[config.mk]
export PLATFORM = sky130hd
export DESIGN_NAME = pwm_quad_timer
export DESIGN_NICKNAME = d
export VERILOG_FILES = /design/src/rtl/pwmq_pkg.sv /design/src/rtl/pwmq_counter.sv /design/src/rtl/pwmq_edge_sync.sv /design/src/rtl/pwmq_deadband.sv /design/src/rtl/pwm_quad_timer.sv
export SDC_FILE = /design/constraint.sdc
export NUM_CORES = 1
export LEC_CHECK = 0
export ABC_AREA = 1
export ABC_CLOCK_PERIOD_IN_PS = 4160
export BUFFER_PORTS_ARGS = -buffer_cell sky130_fd_sc_hd__buf_2
export CELL_PAD_IN_SITES_DETAIL_PLACEMENT = 1
export CELL_PAD_IN_SITES_GLOBAL_PLACEMENT = 1
export CORE_UTILIZATION = 50
export DETAILED_ROUTE_END_ITERATION = 10
export PLACE_DENSITY_LB_ADDON = 0.3
export SLEW_MARGIN = 20
export SYNTH_ARGS = -nofsm -noshare
export SYNTH_HDL_FRONTEND = slang
export SYNTH_SLANG_ARGS = --single-unit
[constraint.sdc]
create_clock -name clk -period 4.16 [get_ports clk]
set_input_delay 1.248 -clock clk [delete_from_list [all_inputs] [get_ports clk]]
set_output_delay 1.248 -clock clk [all_outputs]
set_load 0.02 [all_outputs]
[src/rtl/pwmq_pkg.sv]
package pwmq_pkg;
  localparam int ADDR_W = 4;
  localparam int DATA_W = 16;

  localparam logic [ADDR_W-1:0] RA_CTRL   = 4'd0;
  localparam logic [ADDR_W-1:0] RA_RELOAD = 4'd1;
  localparam logic [ADDR_W-1:0] RA_DEAD   = 4'd2;
  localparam logic [ADDR_W-1:0] RA_BRKLVL = 4'd3;
  localparam logic [ADDR_W-1:0] RA_COUNT  = 4'd4;
  localparam logic [ADDR_W-1:0] RA_CAPT   = 4'd5;
  localparam int                RA_DUTY0  = 8;

  localparam int CB_XFER    = 0;
  localparam int CB_DTEN    = 1;
  localparam int CB_BRKFALL = 2;
  localparam int CB_CAPFALL = 3;
  localparam int CB_CAPIE   = 4;
  localparam int CB_BRKCLR  = 5;
  localparam int CB_CAPFLAG = 6;
  localparam int CB_BRKFLAG = 7;
  localparam int CB_POL     = 8;
  localparam int CB_OE      = 12;
endpackage

[src/rtl/pwmq_counter.sv]
module pwmq_counter #(
  parameter int CNT_W = 12
) (
  input  logic             clk,
  input  logic             rst,
  input  logic             en_i,
  input  logic [CNT_W-1:0] reload_i,
  output logic [CNT_W-1:0] cnt_o,
  output logic             ovf_o
);
  localparam logic [CNT_W-1:0] CNT_MAX = '1;

  logic [CNT_W-1:0] cnt_q;

  assign ovf_o = en_i && (cnt_q == CNT_MAX);
  assign cnt_o = cnt_q;

  always_ff @(posedge clk) begin
    if (rst)        cnt_q <= '0;
    else if (ovf_o) cnt_q <= reload_i;
    else if (en_i)  cnt_q <= cnt_q + 1'b1;
  end

  assert_reload_on_wrap_R1: assert property (@(posedge clk) disable iff (rst)
    ovf_o |=> cnt_q == $past(reload_i))
    else $error("counter did not reload after wrap");

  assert_step_R1: assert property (@(posedge clk) disable iff (rst)
    (en_i && !ovf_o) |=> cnt_q == $past(cnt_q) + 1'b1)
    else $error("counter did not step");

  assert_hold_R2: assert property (@(posedge clk) disable iff (rst)
    !en_i |=> $stable(cnt_q))
    else $error("counter moved while disabled");
endmodule

[src/rtl/pwmq_edge_sync.sv]
module pwmq_edge_sync #(
  parameter int STAGES = 2
) (
  input  logic clk,
  input  logic rst,
  input  logic pin_i,
  input  logic fall_sel_i,
  output logic edge_o
);
  logic [STAGES-1:0] sync_q;
  logic              prev_q;

  always_ff @(posedge clk) begin
    if (rst) begin
      sync_q <= '0;
      prev_q <= 1'b0;
    end else begin
      sync_q <= {sync_q[STAGES-2:0], pin_i};
      prev_q <= sync_q[STAGES-1];
    end
  end

  assign edge_o = fall_sel_i ? (prev_q && !sync_q[STAGES-1])
                             : (!prev_q && sync_q[STAGES-1]);
endmodule

[src/rtl/pwmq_deadband.sv]
module pwmq_deadband #(
  parameter int DT_W = 8
) (
  input  logic            clk,
  input  logic            rst,
  input  logic            cmp_i,
  input  logic [DT_W-1:0] len_i,
  output logic            blank_o
);
  logic            prev_q;
  logic [DT_W-1:0] left_q;
  logic            chg;

  assign chg = (cmp_i != prev_q);

  always_ff @(posedge clk) begin
    if (rst) begin
      prev_q <= 1'b0;
      left_q <= '0;
    end else begin
      prev_q <= cmp_i;
      if (chg)                left_q <= (len_i == '0) ? '0 : len_i - 1'b1;
      else if (left_q != '0)  left_q <= left_q - 1'b1;
    end
  end

  assign blank_o = (chg && (len_i != '0)) || (left_q != '0);

  assert_window_load_R6: assert property (@(posedge clk) disable iff (rst)
    (chg && len_i > 1) |=> left_q == $past(len_i) - 1'b1)
    else $error("dead band window not loaded");
endmodule

[src/rtl/pwm_quad_timer.sv]
module pwm_quad_timer #(
  parameter int CNT_W       = 12,
  parameter int NUM_CH      = 4,
  parameter int DT_W        = 8,
  parameter int SYNC_STAGES = 2
) (
  input  logic                         clk,
  input  logic                         rst,
  input  logic                         cnt_en_i,
  input  logic                         wr_en_i,
  input  logic [pwmq_pkg::ADDR_W-1:0]  wr_addr_i,
  input  logic [pwmq_pkg::DATA_W-1:0]  wr_data_i,
  input  logic                         rd_en_i,
  input  logic [pwmq_pkg::ADDR_W-1:0]  rd_addr_i,
  output logic [pwmq_pkg::DATA_W-1:0]  rd_data_o,
  input  logic                         brk_i,
  input  logic                         cap_i,
  output logic [NUM_CH-1:0]            pwm_o,
  output logic                         irq_o
);
  import pwmq_pkg::*;

  logic [CNT_W-1:0]  reload_q, cap_q, cnt;
  logic [DT_W-1:0]   dead_q;
  logic [NUM_CH-1:0] brk_lvl_q, pol_q, oe_q, cmp_q, base, pwm_q;
  logic              dt_en_q, brk_fall_q, cap_fall_q, cap_ie_q;
  logic              xfer_q, brk_flag_q, cap_flag_q;
  logic              ovf, brk_edge, cap_edge, blank, wr_ctrl, act_nonzero;
  logic [CNT_W-1:0]  pre_q [NUM_CH];
  logic [CNT_W-1:0]  act_q [NUM_CH];
  logic [DATA_W-1:0] rd_next;
  logic              unused_bits;

  assign unused_bits = ^{wr_data_i, rd_addr_i};
  assign wr_ctrl     = wr_en_i && (wr_addr_i == RA_CTRL);

  pwmq_counter #(.CNT_W(CNT_W)) u_cnt (
    .clk(clk), .rst(rst), .en_i(cnt_en_i), .reload_i(reload_q),
    .cnt_o(cnt), .ovf_o(ovf));

  pwmq_edge_sync #(.STAGES(SYNC_STAGES)) u_brk (
    .clk(clk), .rst(rst), .pin_i(brk_i), .fall_sel_i(brk_fall_q), .edge_o(brk_edge));

  pwmq_edge_sync #(.STAGES(SYNC_STAGES)) u_cap (
    .clk(clk), .rst(rst), .pin_i(cap_i), .fall_sel_i(cap_fall_q), .edge_o(cap_edge));

  // configuration registers
  always_ff @(posedge clk) begin
    if (rst) begin
      reload_q <= '0; dead_q <= '0; brk_lvl_q <= '0; pol_q <= '0; oe_q <= '0;
      dt_en_q <= 1'b0; brk_fall_q <= 1'b0; cap_fall_q <= 1'b0; cap_ie_q <= 1'b0;
    end else if (wr_en_i) begin
      case (wr_addr_i)
        RA_CTRL: begin
          dt_en_q    <= wr_data_i[CB_DTEN];
          brk_fall_q <= wr_data_i[CB_BRKFALL];
          cap_fall_q <= wr_data_i[CB_CAPFALL];
          cap_ie_q   <= wr_data_i[CB_CAPIE];
          pol_q      <= wr_data_i[CB_POL +: NUM_CH];
          oe_q       <= wr_data_i[CB_OE +: NUM_CH];
        end
        RA_RELOAD: reload_q  <= wr_data_i[CNT_W-1:0];
        RA_DEAD:   dead_q    <= wr_data_i[DT_W-1:0];
        RA_BRKLVL: brk_lvl_q <= wr_data_i[NUM_CH-1:0];
        default: ;
      endcase
    end
  end

  // transfer request, break and capture state
  always_ff @(posedge clk) begin
    if (rst) begin
      xfer_q <= 1'b0; brk_flag_q <= 1'b0; cap_flag_q <= 1'b0; cap_q <= '0;
    end else begin
      if (wr_ctrl && wr_data_i[CB_XFER]) xfer_q <= 1'b1;
      else if (ovf)                      xfer_q <= 1'b0;

      if (brk_edge)                                brk_flag_q <= 1'b1;
      else if (wr_ctrl && wr_data_i[CB_BRKCLR])    brk_flag_q <= 1'b0;

      if (cap_edge) begin
        cap_q      <= cnt;
        cap_flag_q <= 1'b1;
      end else if (rd_en_i && rd_addr_i == RA_CAPT) begin
        cap_flag_q <= 1'b0;
      end
    end
  end

  // per-channel preload, active duty and compare
  for (genvar i = 0; i < NUM_CH; i++) begin : g_ch
    localparam logic [ADDR_W-1:0] DUTY_A = ADDR_W'(RA_DUTY0 + i);
    always_ff @(posedge clk) begin
      if (rst) begin
        pre_q[i] <= '0;
        act_q[i] <= '0;
        cmp_q[i] <= 1'b0;
      end else begin
        if (wr_en_i && wr_addr_i == DUTY_A) pre_q[i] <= wr_data_i[CNT_W-1:0];
        if (brk_flag_q)          act_q[i] <= '0;
        else if (ovf && xfer_q)  act_q[i] <= pre_q[i];
        cmp_q[i] <= (cnt < act_q[i]);
      end
    end
  end

  pwmq_deadband #(.DT_W(DT_W)) u_dead (
    .clk(clk), .rst(rst), .cmp_i(cmp_q[0]), .len_i(dead_q), .blank_o(blank));

  always_comb begin
    base = cmp_q;
    if (dt_en_q) begin
      base[0] = cmp_q[0] && !blank;
      base[1] = !cmp_q[0] && !blank;
    end
  end

  always_ff @(posedge clk) begin
    if (rst)             pwm_q <= '0;
    else if (brk_flag_q) pwm_q <= brk_lvl_q;
    else                 pwm_q <= (base ^ pol_q) & oe_q;
  end

  // read port
  always_comb begin
    rd_next = '0;
    case (rd_addr_i)
      RA_CTRL: begin
        rd_next[CB_XFER]    = xfer_q;
        rd_next[CB_DTEN]    = dt_en_q;
        rd_next[CB_BRKFALL] = brk_fall_q;
        rd_next[CB_CAPFALL] = cap_fall_q;
        rd_next[CB_CAPIE]   = cap_ie_q;
        rd_next[CB_CAPFLAG] = cap_flag_q;
        rd_next[CB_BRKFLAG] = brk_flag_q;
        rd_next[CB_POL +: NUM_CH] = pol_q;
        rd_next[CB_OE +: NUM_CH]  = oe_q;
      end
      RA_RELOAD: rd_next[CNT_W-1:0]  = reload_q;
      RA_DEAD:   rd_next[DT_W-1:0]   = dead_q;
      RA_BRKLVL: rd_next[NUM_CH-1:0] = brk_lvl_q;
      RA_COUNT:  rd_next[CNT_W-1:0]  = cnt;
      RA_CAPT:   rd_next[CNT_W-1:0]  = cap_q;
      default: begin
        for (int i = 0; i < NUM_CH; i++)
          if (rd_addr_i == ADDR_W'(RA_DUTY0 + i)) rd_next[CNT_W-1:0] = pre_q[i];
      end
    endcase
  end

  always_ff @(posedge clk) begin
    if (rst)          rd_data_o <= '0;
    else if (rd_en_i) rd_data_o <= rd_next;
  end

  assign pwm_o = pwm_q;
  assign irq_o = cap_flag_q && cap_ie_q;

  always_comb begin
    act_nonzero = 1'b0;
    for (int i = 0; i < NUM_CH; i++) act_nonzero = act_nonzero | (act_q[i] != '0);
  end

  assert_xfer_done_R4: assert property (@(posedge clk) disable iff (rst)
    (ovf && xfer_q && !(wr_ctrl && wr_data_i[CB_XFER])) |=> !xfer_q)
    else $error("transfer request not cleared");

  assert_no_overlap_R6: assert property (@(posedge clk) disable iff (rst)
    (dt_en_q && !brk_flag_q && pol_q[1:0] == 2'b00) |=> !(pwm_q[0] && pwm_q[1]))
    else $error("paired outputs overlap");

  assert_break_level_R7: assert property (@(posedge clk) disable iff (rst)
    brk_flag_q |=> pwm_q == $past(brk_lvl_q))
    else $error("break level not driven");

  assert_break_wipe_R8: assert property (@(posedge clk) disable iff (rst)
    brk_flag_q |=> !act_nonzero)
    else $error("active duty survived break");

  assert_capture_flag_R9: assert property (@(posedge clk) disable iff (rst)
    cap_edge |=> (cap_flag_q && cap_q == $past(cnt)))
    else $error("capture missed");
endmodule

# Yosys cells after proc, flatten, opt, wreduce, memory -nomap -nowiden
# Memory sizes are Yosys's and may differ from the RTL's.
# Cells that the tools add are included.
# word_totals
n_memories	2
ramBits	96
regBits	102
wordCells	166
# classes
magnitude_cmp	4
addsub	3
muxes	58
eq_ne	18
bitwise	14
n_reduce_logical	41
# memory_table
name	depth	word_bits	rd	rd_ports_with_merged_regs	write_ports	line_no	rtl
act_q	4	12	4	0	4	pwm_quad_timer.sv:30	logic [CNT_W-1:0] act_q [NUM_CH];
pre_q	4	12	4	0	4	pwm_quad_timer.sv:29	logic [CNT_W-1:0] pre_q [NUM_CH];
# op_table
cell	count
12-bit 2-to-1 mux	18
12-bit < comparator	4
4-bit == test (second input constant)	8
1-bit 2-to-1 mux	29
8-bit 2-to-1 mux	3
4-bit case mux with 6 select lines	1
4-bit case mux with 5 select lines	1
1-bit logical AND	18
4-bit by 2-bit == test with 1-bit output (second input constant)	4
8-bit nonzero test	2
8-bit by 1-bit subtractor with 8-bit output (second input constant)	2
12-bit by 1-bit adder with 12-bit output (second input constant)	1
12-bit == test (second input constant)	1
1-bit OR	12
2-bit case mux with 6 select lines	1
2-bit nonzero test	5
4-bit by 1-bit == test with 1-bit output (second input constant)	2
4-bit by 3-bit == test with 1-bit output (second input constant)	2
4-bit zero test	2
8-bit zero test	1
4-bit 2-to-1 mux	2
2-bit AND reduction	4
1-bit zero test	6
1-bit case mux with 6 select lines	1
7 further kinds	8

# Depth between registers and ports, before layout
# Gate-level depths: netlist of the first run.
# depth
depth_word	9
depth_mapped	12

# Hierarchy
# From an unflattened synthesis of the first run, not the netlist that was laid out.
# unflattened
hier_cells	1255
area_unflattened_um2	9962.1
# modules_own_cells
mod	cells_each	seq_area_each_um2	n_inst	area_per_inst_um2
pwm_quad_timer	975	4384.2	1	8179.1
pwmq_counter	137	240.2	1	850.8
pwmq_deadband	115	180.2	1	724.4
pwmq_edge_sync	14	60.1	2	103.8

# Worst setup path before layout of the first run
# OpenSTA, ideal clock, no wires.
# synth_path
kind	in2reg
from	input port cnt_en_i
to	memory act_q[0][0], enable pin
setup_slack_ns	1.015
setup_ns	0.394
path_stages	7
t_arrival_ns	2.752
path_buffers	1
path_cell_list	buf_2 -> nand2_1 -> nor2_8 -> nand2_4 -> clkinv_2 -> nand2_1 -> nand2_1
# synth_lines
item	line_no	rtl
from (decl)	pwm_quad_timer.sv:9	input logic cnt_en_i,
to (decl)	pwm_quad_timer.sv:30	

# Final worst setup path of the first run
# layout_path
from	input port rd_addr_i[3] in the netlist's numbering
to	register rd_data_o[3] in the netlist's numbering
# layout_via
elab_chain_len	6
elab_cells_between_ends	15
classes_between	eq/ne: 9; mux: 5; reduce/logical: 1
# layout_rtl
item	line_no	rtl
from (decl)	pwm_quad_timer.sv:14	input logic [pwmq_pkg::ADDR_W-1:0] rd_addr_i,
4-bit == test	pwm_quad_timer.sv:146	if (rd_addr_i == ADDR_W'(RA_DUTY0 + i)) rd_next[CNT_W-1:0] = pre_q[i];
12-bit 2-to-1 mux (4 in a row)	pwm_quad_timer.sv:146	
4-bit case mux with 6 select lines (*)	pwm_quad_timer.sv:127	case (rd_addr_i)
to (signal assigned)	pwm_quad_timer.sv:153	else if (rd_en_i) rd_data_o <= rd_next;
to (decl)	pwm_quad_timer.sv:15	output logic [pwmq_pkg::DATA_W-1:0] rd_data_o,
# Every way passes the cells marked *; elsewhere a longest branch is shown, timed or not.
# A chain may end at the register's enable or synchronous reset.

==> impl_metrics.json, run 1 <==
{
  "drt-initial-drc-count": 718,
  "grt_pass1_wl_mm": 48.23,
  "post-cts-setup-buffer-count": 0,
  "p_per_area_nw_per_um2": 401.7,
  "report.power.total_w": 0.004419,
  "crit_type": "primary input to flop",
  "synth.most_common_cell": "nor2_1",
  "drv_slew": 0,
  "syn_area_sq_um": 9918,
  "status": "finished clean",
  "clock-sinks": 198,
  "final.period_utilization_pct": 66.55,
  "firstDrtPassIters": 5,
  "synth_edf_count": 96,
  "wl_met3_mm": 2.305,
  "fmaxAchievable_mhz": 361.2,
  "ctsResizeCount": 0,
  "irDropWorstVdd_mv": 0.2702,
  "highest_layer": "met5",
  "clockRootBuffer": "clkbuf_16",
  "ys_warn_count": 0,
  "leakage_nw": 4.975,
  "rsz0062_at_grt": "no",
  "instances_no_fill": 1559,
  "std_cell_rows": 51,
  "die-area_sq_um": 20400,
  "min_period_ns": 2.768,
  "synth-seq-cells": 198,
  "hold_violations": 0,
  "synth_top_area_cell": "edfxtp_1",
  "hold_class": "flop to flop",
  "place_inst": 1527,
  "yosys-top-cells-area": "edfxtp_1, dfxtp_1, nor2_1",
  "fillerInstances": 2446,
  "crit_top_cell": "nand2_1",
  "track_usage_pct": 32.57,
  "endpoint_kind": "flop",
  "dp_hpwl_mm": 23.55,
  "vias": 8619,
  "wl_met2_mm": 14.75,
  "arrival_ns": 3.15,
  "syn-instance-count": 1235,
  "yosys.area.top_type_share_pct": 29.07,
  "drt-met1-wl_mm": 13.50,
  "layout-drive-gt1-share_pct": 10.20,
  "required_ns": 4.55,
  "insertion_delay_ns": 0.45,
  "synth_fp_nets": 1315,
  "post_synth_num_cell_types": 33,
  "critical_path.max_stage_delay_ns": 0.65,
  "async_flop_share_pct": 0,
  "grt_start_max_net_pins": 49,
  "fp.dieW_um": 142.8,
  "critPathMaxFanout": 11,
  "fin_setup_tns_ns": 0,
  "synthTopCellsByCount": "nor2_1, inv_1, nand2_1, o21ai_0, dfxtp_1",
  "die_height_um": 142.8,
  "synth_ff_type": "dfxtp_1",
  "wire_per_inst_um": 20.25,
  "clk_path_buf_depth": 2,
  "worst-r2r-setup-slack_ns": 1.54,
  "synth.avg_cell_area_sq_um": 8.031,
  "cap_violations": 0,
  "start_kind": "primary input",
  "drc": 0,
  "avgViaCountPerCell": 5.529,
  "io_pins": 52,
  "finalSetupViolCount": 0,
  "postCtsHoldBufs": 0,
  "numCtsBuffers": 17,
  "relSlewSlack_pct": 43.39,
  "cts_tree": "built",
  "worst_pin_slew_ns": 0.8461,
  "overflow": 0,
  "grt_pass1_vias": 8652,
  "nets": 1361,
  "initial_core_util_pct": 50.96,
  "path_cells": "buf_2 -> nor2_1 -> nand2_1 -> inv_2 -> nand2_1 -> o21ai_0 -> nor2_1 -> nand2_1 -> nand2_1 -> a21oi_1",
  "clock_skew_ns": 0.01707,
  "antenna_cells": 0,
  "area_growth_pct": 10.91,
  "crit_slowest_cell": "nor2_1",
  "core_area_sq_um": 19460,
  "gp_congestion": 0.9565,
  "path_clk_slew_ns": 0.08,
  "htreeDepth": 4,
  "detail_route.wirelength_mm": 31.57,
  "ys_seq_area_share_pct": 49.65,
  "ant_nets": 0,
  "io_buffers": 51,
  "antenna_found_initial": 2
}
## placed cells by master (no fill, tap or decap), types with 2 or more instances in the layout
master	n
a21oi_1	99
a31oi_1	6
buf_2	51
buf_4	12
clkbuf_16	17
clkinv_1	2
dfxtp_1	102
edfxtp_1	96
ha_1	49
inv_1	196
inv_2	3
inv_6	3
inv_8	6
nand2_1	192
nand2_2	3
nand3_1	80
nand4_1	8
nor2_1	197
nor2_2	12
nor2_4	11
nor2_8	2
nor3_1	11
o21ai_0	108
o22ai_1	6
or2_2	3
xor2_1	6
## kinds of logic (layout without fill, tap and decap cells)
| logic type | Yosys count | after routing | share of synthesized area, % |
|---|---|---|---|
| AND/OR/NAND/NOR | 524 | 524 | 23.01 |
| adder cells (fa/ha/maj) | 49 | 49 | 6.181 |
| AO/OA/AOI/OAI | 221 | 221 | 11.35 |
| XOR/XNOR | 6 | 6 | 0.5298 |
| buffers and inverters | 237 | 296 | 9.272 |
| flip-flops | 198 | 198 | 49.65 |
## final timing paths
kind,from,end,cells after the start
max,rd_addr_i[3],rd_data_o[3],10
min reg2reg,u_cap.sync_q[0],u_cap.sync_q[1],2
min,u_cap.sync_q[0],u_cap.sync_q[1],2
max reg2reg,u_cnt.cnt_o[1],act_q[0][8],10
## worst max-delay path: cells and delay by family
family | cells | cell delay (ns)
AOI/OAI and AO/OA | 2 | 0.21
buffers and inverters | 2 | 0.37
and+or+nand+nor | 6 | 1.31
## per-stage QoR
stage          instance area (sq um)  hold WS [ns]  utilization (%)  setup WS (ns)
2_1_floorplan                   9918        0.3883                -          1.015
3_3_place_gp                   10440        0.3908            53.62          1.124
3_5_place_dp                   10440        0.3973            53.62          1.028
4_1_cts                        11000        0.4097            56.52          1.489
5_1_grt                        11000        0.4192            56.52          1.342
6_report                       11000        0.4050            56.52          1.392
## power breakdown
part	leakage, nW	switching, W	internal [W]	total, W
clock network	0.273	0.000829	0.000799	0.00163
logic	2.90	0.000390	0.000168	0.000558
registers	1.80	0.0000752	0.00216	0.00223
total	4.97	0.00129	0.00313	0.00442
## state kept, by name (all words and copies together), names as in the netlist, 2 cells and up
register	count
u_brk.sync_q	2
base	2
pre_q	48
act_q	48
oe_q	4
pol_q	4
dead_q	8
u_cap.sync_q	2
u_dead.left_q	8
brk_lvl_q	4
u_cnt.cnt_o	12
reload_q	12
pwm_o	4
cmp_q	2
cap_q	12
rd_data_o	16
## final cells by class
type                    instances  area, sq um  area share, %
flip-flops and latches        198         4925          44.77
well taps                     265        331.6          3.014
repair buffers                 63        345.3          3.139
inverters                     201        755.7          6.870
multi-input cells             800         4079          37.08
clock buffers                  18        429.2          3.901
clock inverters                14        135.1          1.228
## per-layer routing
metal | up-vias | global-route usage [%]
met4 | 2 | 13.13
met2 | 281 | 52.66
met5 | - | 0
li1 | 4087 | -
met1 | 4184 | 41.92
met3 | 65 | 7.847
No activity file was read; power rests on OpenSTA's default activity.
==> run 2, diff against run 1 <==
--- a/config.mk
+++ b/config.mk
@@ -6,11 +6,11 @@
 export NUM_CORES = 1
 export LEC_CHECK = 0
 export ABC_AREA = 1
-export ABC_CLOCK_PERIOD_IN_PS = 4160
+export ABC_CLOCK_PERIOD_IN_PS = 2850
 export BUFFER_PORTS_ARGS = -buffer_cell sky130_fd_sc_hd__buf_2
 export CELL_PAD_IN_SITES_DETAIL_PLACEMENT = 1
 export CELL_PAD_IN_SITES_GLOBAL_PLACEMENT = 1
-export CORE_UTILIZATION = 50
+export CORE_UTILIZATION = 46
 export DETAILED_ROUTE_END_ITERATION = 10
 export PLACE_DENSITY_LB_ADDON = 0.3
 export SLEW_MARGIN = 20
==> constraint.sdc (replaced) <==
create_clock -name clk -period 2.85 [get_ports clk]
set_input_delay 0.855 -clock clk [delete_from_list [all_inputs] [get_ports clk]]
set_output_delay 0.855 -clock clk [all_outputs]
set_load 0.02 [all_outputs]
==> run 2 against run 1 <==
  * Register-to-register slack worse by 0.97 ns
  * Via count about the same
  * Count of clock-buffer cells in the layout up 1
  * Critical path type is now flop to flop
  * Final area up 1.5%
  * Wire length down 0.77%
  * Sequential share of layout area down 0.64 points
  * Sequential power up 46%
  * Total power up 47%
  * Utilization down 3.6 points
  * Non-clock buffer count up 14
  * Critical path depth unchanged
  * Sequential cell count unchanged
==> impl_metrics.json, run 2 (synthesized netlist as in run 1, its figures left out) <==
{
  "crit_type": "flop to flop",
  "required_ns": 3.00,
  "fin_util_pct": 52.93,
  "core_area_sq_um": 21090,
  "grt_pass1_vias": 8731,
  "numCtsBuffers": 17,
  "place_inst": 1551,
  "die_height_um": 148.8,
  "worst_pin_slew_ns": 0.7575,
  "instances_no_fill": 1583,
  "critPathLaunch": "u_cnt.cnt_o[0]",
  "start_kind": "flop",
  "wire_per_inst_um": 19.79,
  "cts_tree": "built",
  "r2r_cells": 10,
  "path_clk_slew_ns": 0.08,
  "gp_congestion": 0.8582,
  "drv_slew": 0,
  "r2r_start": "u_cnt.cnt_o[0]",
  "clockRootBuffer": "clkbuf_16",
  "hold_class": "flop to flop",
  "die-area_sq_um": 22150,
  "clock_skew_ns": 0.01244,
  "avgViaCountPerCell": 5.446,
  "io_buffers": 51,
  "nets": 1375,
  "std_cell_rows": 53,
  "vias": 8621,
  "layout_common_cells": "nor2_1, inv_1, nand2_1, o21ai_0, dfxtp_1",
  "fillerInstances": 2608,
  "drc": 0,
  "endpoint_kind": "flop",
  "fmaxAchievable_mhz": 437.8,
  "finalSetupViolCount": 0,
  "arrival_ns": 2.44,
  "grt_pass1_wl_mm": 48.27,
  "whs_endpoint": "u_cap.sync_q[1]",
  "antenna_found_initial": 0,
  "largest_registers": "act_q x48, pre_q x48, rd_data_o x16",
  "hold_slack_ns": 0.4082,
  "io_pins": 52,
  "hold_violations": 0,
  "overflow": 0,
  "clock-sinks": 198,
  "hold_start": "u_cap.sync_q[0]",
  "ant_nets": 0,
  "worst-r2r-setup-slack_ns": 0.57,
  "clk_path_buf_depth": 2,
  "layout-drive-gt1-share_pct": 11.31,
  "detail_route.wirelength_mm": 31.32,
  "initial_core_util_pct": 47.03,
  "mostFrequentLayoutCell": "nor2_1",
  "status": "finished clean",
  "track_usage_pct": 29.51,
  "multi_input_area_sq_um": 4079,
  "drt-initial-drc-count": 502,
  "postCtsHoldBufs": 0,
  "antenna_cells": 0,
  "p_per_area_nw_per_um2": 580.9,
  "dp_hpwl_mm": 23.41,
  "htreeDepth": 4,
  "critPathMaxFanout": 48,
  "ctsResizeCount": 0,
  "regArea_sq_um": 4925,
  "insertion_delay_ns": 0.45,
  "fp.dieW_um": 148.8,
  "area_growth_pct": 12.53,
  "post-cts-setup-buffer-count": 0,
  "grt_start_max_net_pins": 65,
  "whs_path_depth": 2,
  "irDropWorstVdd_mv": 0.3568,
  "relSlewSlack_pct": 49.50,
  "firstDrtPassIters": 5,
  "r2r_end": "act_q[2][11]",
  "leakage_nw": 5.071,
  "fin_setup_tns_ns": 0,
  "rsz0062_at_grt": "no",
  "cap_violations": 0,
  "min_period_ns": 2.284,
  "final.period_utilization_pct": 80.15
}
## run 2: per-layer routing
metal  wire [um]  global-route usage (%)  part of all wire, %
met2       14950                   49.32                   48
met4         835                   10.15                  2.7
met3        1611                   4.373                  5.1
met1       13930                   39.01                   44
met5           0                       0                    0
## run 2: per-stage QoR
| step | setup slack [ns] | cell area, sq um | power [W] |
|---|---|---|---|
| detailed placement | 0.2829 | 10580 | 0.004136 |
| global route | 0.4412 | 11160 | 0.006743 |
| finish | 0.5657 | 11160 | 0.006484 |
| floorplan | 0.09752 | 9918 | 0.003831 |
| CTS | 0.5895 | 11160 | 0.006510 |
| global placement | 0.3710 | 10580 | 0.004096 |
## run 2: worst max path at each step
stage	end	slack, ns	cells past startpoint
global placement	act_q[0][5]	0.37	8
global route	act_q[2][11]	0.44	10
finish	act_q[2][11]	0.57	10
detailed placement	act_q[3][8]	0.28	8
CTS	act_q[2][11]	0.59	10
floorplan	act_q[0][0]	0.1	7
## run 2: power breakdown
group / switching, W / total (W) / internal (W)
logic: 0.000566 / 0.000821 / 0.000256
registers: 0.000109 / 0.00326 / 0.00315
clock network: 0.00119 / 0.00240 / 0.00121
## run 2: layout make-up
cell class | instances | share of cell area [%]
Multi-Input combinational cell | 800 | 36.55
Clock inverter | 13 | 1.155
Tap cell | 275 | 3.083
Timing Repair Buffer | 77 | 4.260
Sequential cell | 198 | 44.13
Inverter | 201 | 6.771
Clock buffer | 19 | 4.058
## run 2: critical path: stages, from the launching register on
cell      delay, ns
dfxtp_1        0.35
ha_1           0.22
nand2_1        0.10
inv_2          0.05
nand2_2        0.13
nor2_8         0.07
nand2_4        0.14
clkinv_2       0.11
nand3_2        0.07
buf_4          0.59
nor2_1         0.14
==> run 3, diff against run 2 <==
--- a/config.mk
+++ b/config.mk
@@ -6,7 +6,7 @@
 export NUM_CORES = 1
 export LEC_CHECK = 0
 export ABC_AREA = 1
-export ABC_CLOCK_PERIOD_IN_PS = 2850
+export ABC_CLOCK_PERIOD_IN_PS = 2400
 export BUFFER_PORTS_ARGS = -buffer_cell sky130_fd_sc_hd__buf_2
 export CELL_PAD_IN_SITES_DETAIL_PLACEMENT = 1
 export CELL_PAD_IN_SITES_GLOBAL_PLACEMENT = 1
==> constraint.sdc (replaced) <==
create_clock -name clk -period 2.4 [get_ports clk]
set_input_delay 0.72 -clock clk [delete_from_list [all_inputs] [get_ports clk]]
set_output_delay 0.72 -clock clk [all_outputs]
set_load 0.02 [all_outputs]
==> run 3 against run 2 <==
  * Sequential cell count is the same
  * Largest power group unchanged
  * Utilization grew 0.44 points
  * Critical path type unchanged
  * First-iteration DRC count grew 11%
==> impl_metrics.json, run 3 (synthesized netlist as in run 1, its figures left out) <==
{
  "die-area_sq_um": 22150,
  "finalSetupViolCount": 0,
  "io_pins": 52,
  "grt_pass1_vias": 8604,
  "layout-drive-gt1-share_pct": 12.05,
  "hold_violations": 0,
  "required_ns": 2.53,
  "grt_util_met3_pct": 5.382,
  "critPathMaxFanout": 36,
  "clockRootBuffer": "clkbuf_16",
  "drc": 0,
  "place_inst": 1562,
  "nets": 1386,
  "leakage_nw": 5.129,
  "irDropWorstVdd_mv": 0.4821,
  "crit_type": "flop to flop",
  "report.power.total_w": 0.007735,
  "overflow": 0,
  "fin_util_pct": 53.37,
  "mostFrequentLayoutCell": "nor2_1",
  "r2r_start": "u_cnt.cnt_o[0]",
  "avgViaCountPerCell": 5.443,
  "hold_slack_ns": 0.4067,
  "postCtsHoldBufs": 0,
  "insertion_delay_ns": 0.45,
  "crit_slowest_cell": "dfxtp_1",
  "status": "finished clean",
  "path_clk_slew_ns": 0.08,
  "min_period_ns": 1.953,
  "htreeDepth": 4,
  "use_met1_pct": 38.78,
  "instances_no_fill": 1595,
  "grt_use_met2_pct": 47.34,
  "gp_congestion": 0.9306,
  "critPathLaunch": "u_cnt.cnt_o[0]",
  "ant_nets": 0,
  "relSlewSlack_pct": 61.74,
  "cap_violations": 0,
  "wire_per_inst_um": 19.66,
  "clk_path_buf_depth": 2,
  "grt-busiest-layer": "met2",
  "fillerInstances": 2634,
  "ctsResizeCount": 0,
  "std_cell_rows": 53,
  "worst_pin_slew_ns": 0.5740,
  "cts_tree": "built",
  "initial_core_util_pct": 47.03,
  "rsz0062_at_grt": "no",
  "die_height_um": 148.8,
  "drv_slew": 0,
  "track_usage_pct": 29.51,
  "area_growth_pct": 13.47,
  "post-cts-setup-buffer-count": 0,
  "final.period_utilization_pct": 81.38,
  "grt_pass1_wl_mm": 48.24,
  "grt_start_max_net_pins": 49,
  "clock-sinks": 198,
  "fmaxAchievable_mhz": 512.0,
  "path_cells": "ha_1 -> nand2_1 -> inv_2 -> nand2_2 -> nor2_8 -> nand2_4 -> clkinv_2 -> nand2_1 -> nand2_2 -> buf_12",
  "core_area_sq_um": 21090,
  "p_per_area_nw_per_um2": 687.3,
  "critPathBufInv": 3,
  "largest_registers": "act_q x48, pre_q x48, rd_data_o x16",
  "fin_setup_tns_ns": 0,
  "hold_class": "flop to flop",
  "firstDrtPassIters": 5,
  "fp.dieW_um": 148.8,
  "detail_route.wirelength_mm": 31.37,
  "drt-initial-drc-count": 558,
  "critical_path.max_stage_delay_ns": 0.39,
  "dp_hpwl_mm": 23.87,
  "start_kind": "flop",
  "clock_skew_ns": 0.01541,
  "hold_start": "u_brk.sync_q[0]",
  "arrival_ns": 2.08,
  "endpoint_kind": "flop",
  "antenna_found_initial": 2,
  "vias": 8682,
  "layout_common_cells": "nor2_1, inv_1, nand2_1, o21ai_0, dfxtp_1",
  "cp_top_family": "simple AND/OR/NAND/NOR gates",
  "io_buffers": 51,
  "numCtsBuffers": 17
}
==> run 3: stage by stage <==
step	instance area [sq um]	worst slack [ns]
3_5_place_dp	10660	0.1060
2_1_floorplan	9921	0.1166
6_report	11250	0.4468
3_3_place_gp	10660	0.1561
5_1_grt	11250	0.2893
4_1_cts	11250	0.4311
==> run 3: routing by layer <==
metal / up-vias / wire length [um]
met5: - / 0
met3: 67 / 1865
met4: 0 / 1153
met1: 4234 / 13850
met2: 249 / 14490
li1: 4132 / -
==> run 3: cell type report <==
cell class / instances / area, sq um / share of cell area (%)
Timing Repair Buffer: 88 / 558.0 / 4.958
Inverter: 201 / 755.7 / 6.715
Tap cell: 275 / 344.1 / 3.057
Antenna cell: 1 / 2.502 / 0.02223
Clock inverter: 11 / 95.09 / 0.8449
Multi-Input combinational cell: 800 / 4081 / 36.26
Clock buffer: 21 / 493.0 / 4.380
Sequential cell: 198 / 4925 / 43.76
==> run 3: worst register-to-register path, cell delays in order, from the launching register on <==
cell and delay [ns]:
dfxtp_1 0.39, ha_1 0.18, nand2_1 0.08, inv_2 0.07
nand2_2 0.10, nor2_8 0.18, nand2_4 0.12, clkinv_2 0.10
nand2_1 0.08, nand2_2 0.10, buf_12 0.22
==> run 3: path summary, 6_finish.rpt <==
| path | endpoint | slack [ns] | cells after the start |
|---|---|---|---|
| worst min register to register | u_brk.sync_q[1] | 0.41 | 2 |
| worst max-delay path | act_q[3][6] | 0.45 | 10 |
| worst min-delay path | u_brk.sync_q[1] | 0.41 | 2 |
| worst max register to register | act_q[3][6] | 0.45 | 10 |
==> run 3: report_power, final <==
part	internal [W]	total, W	leakage [nW]	switching (W)
clock	0.00152	0.00288	0.292	0.00136
combinational	0.000311	0.000991	3.04	0.000680
sequential	0.00374	0.00387	1.80	0.000126
total	0.00557	0.00774	5.13	0.00217
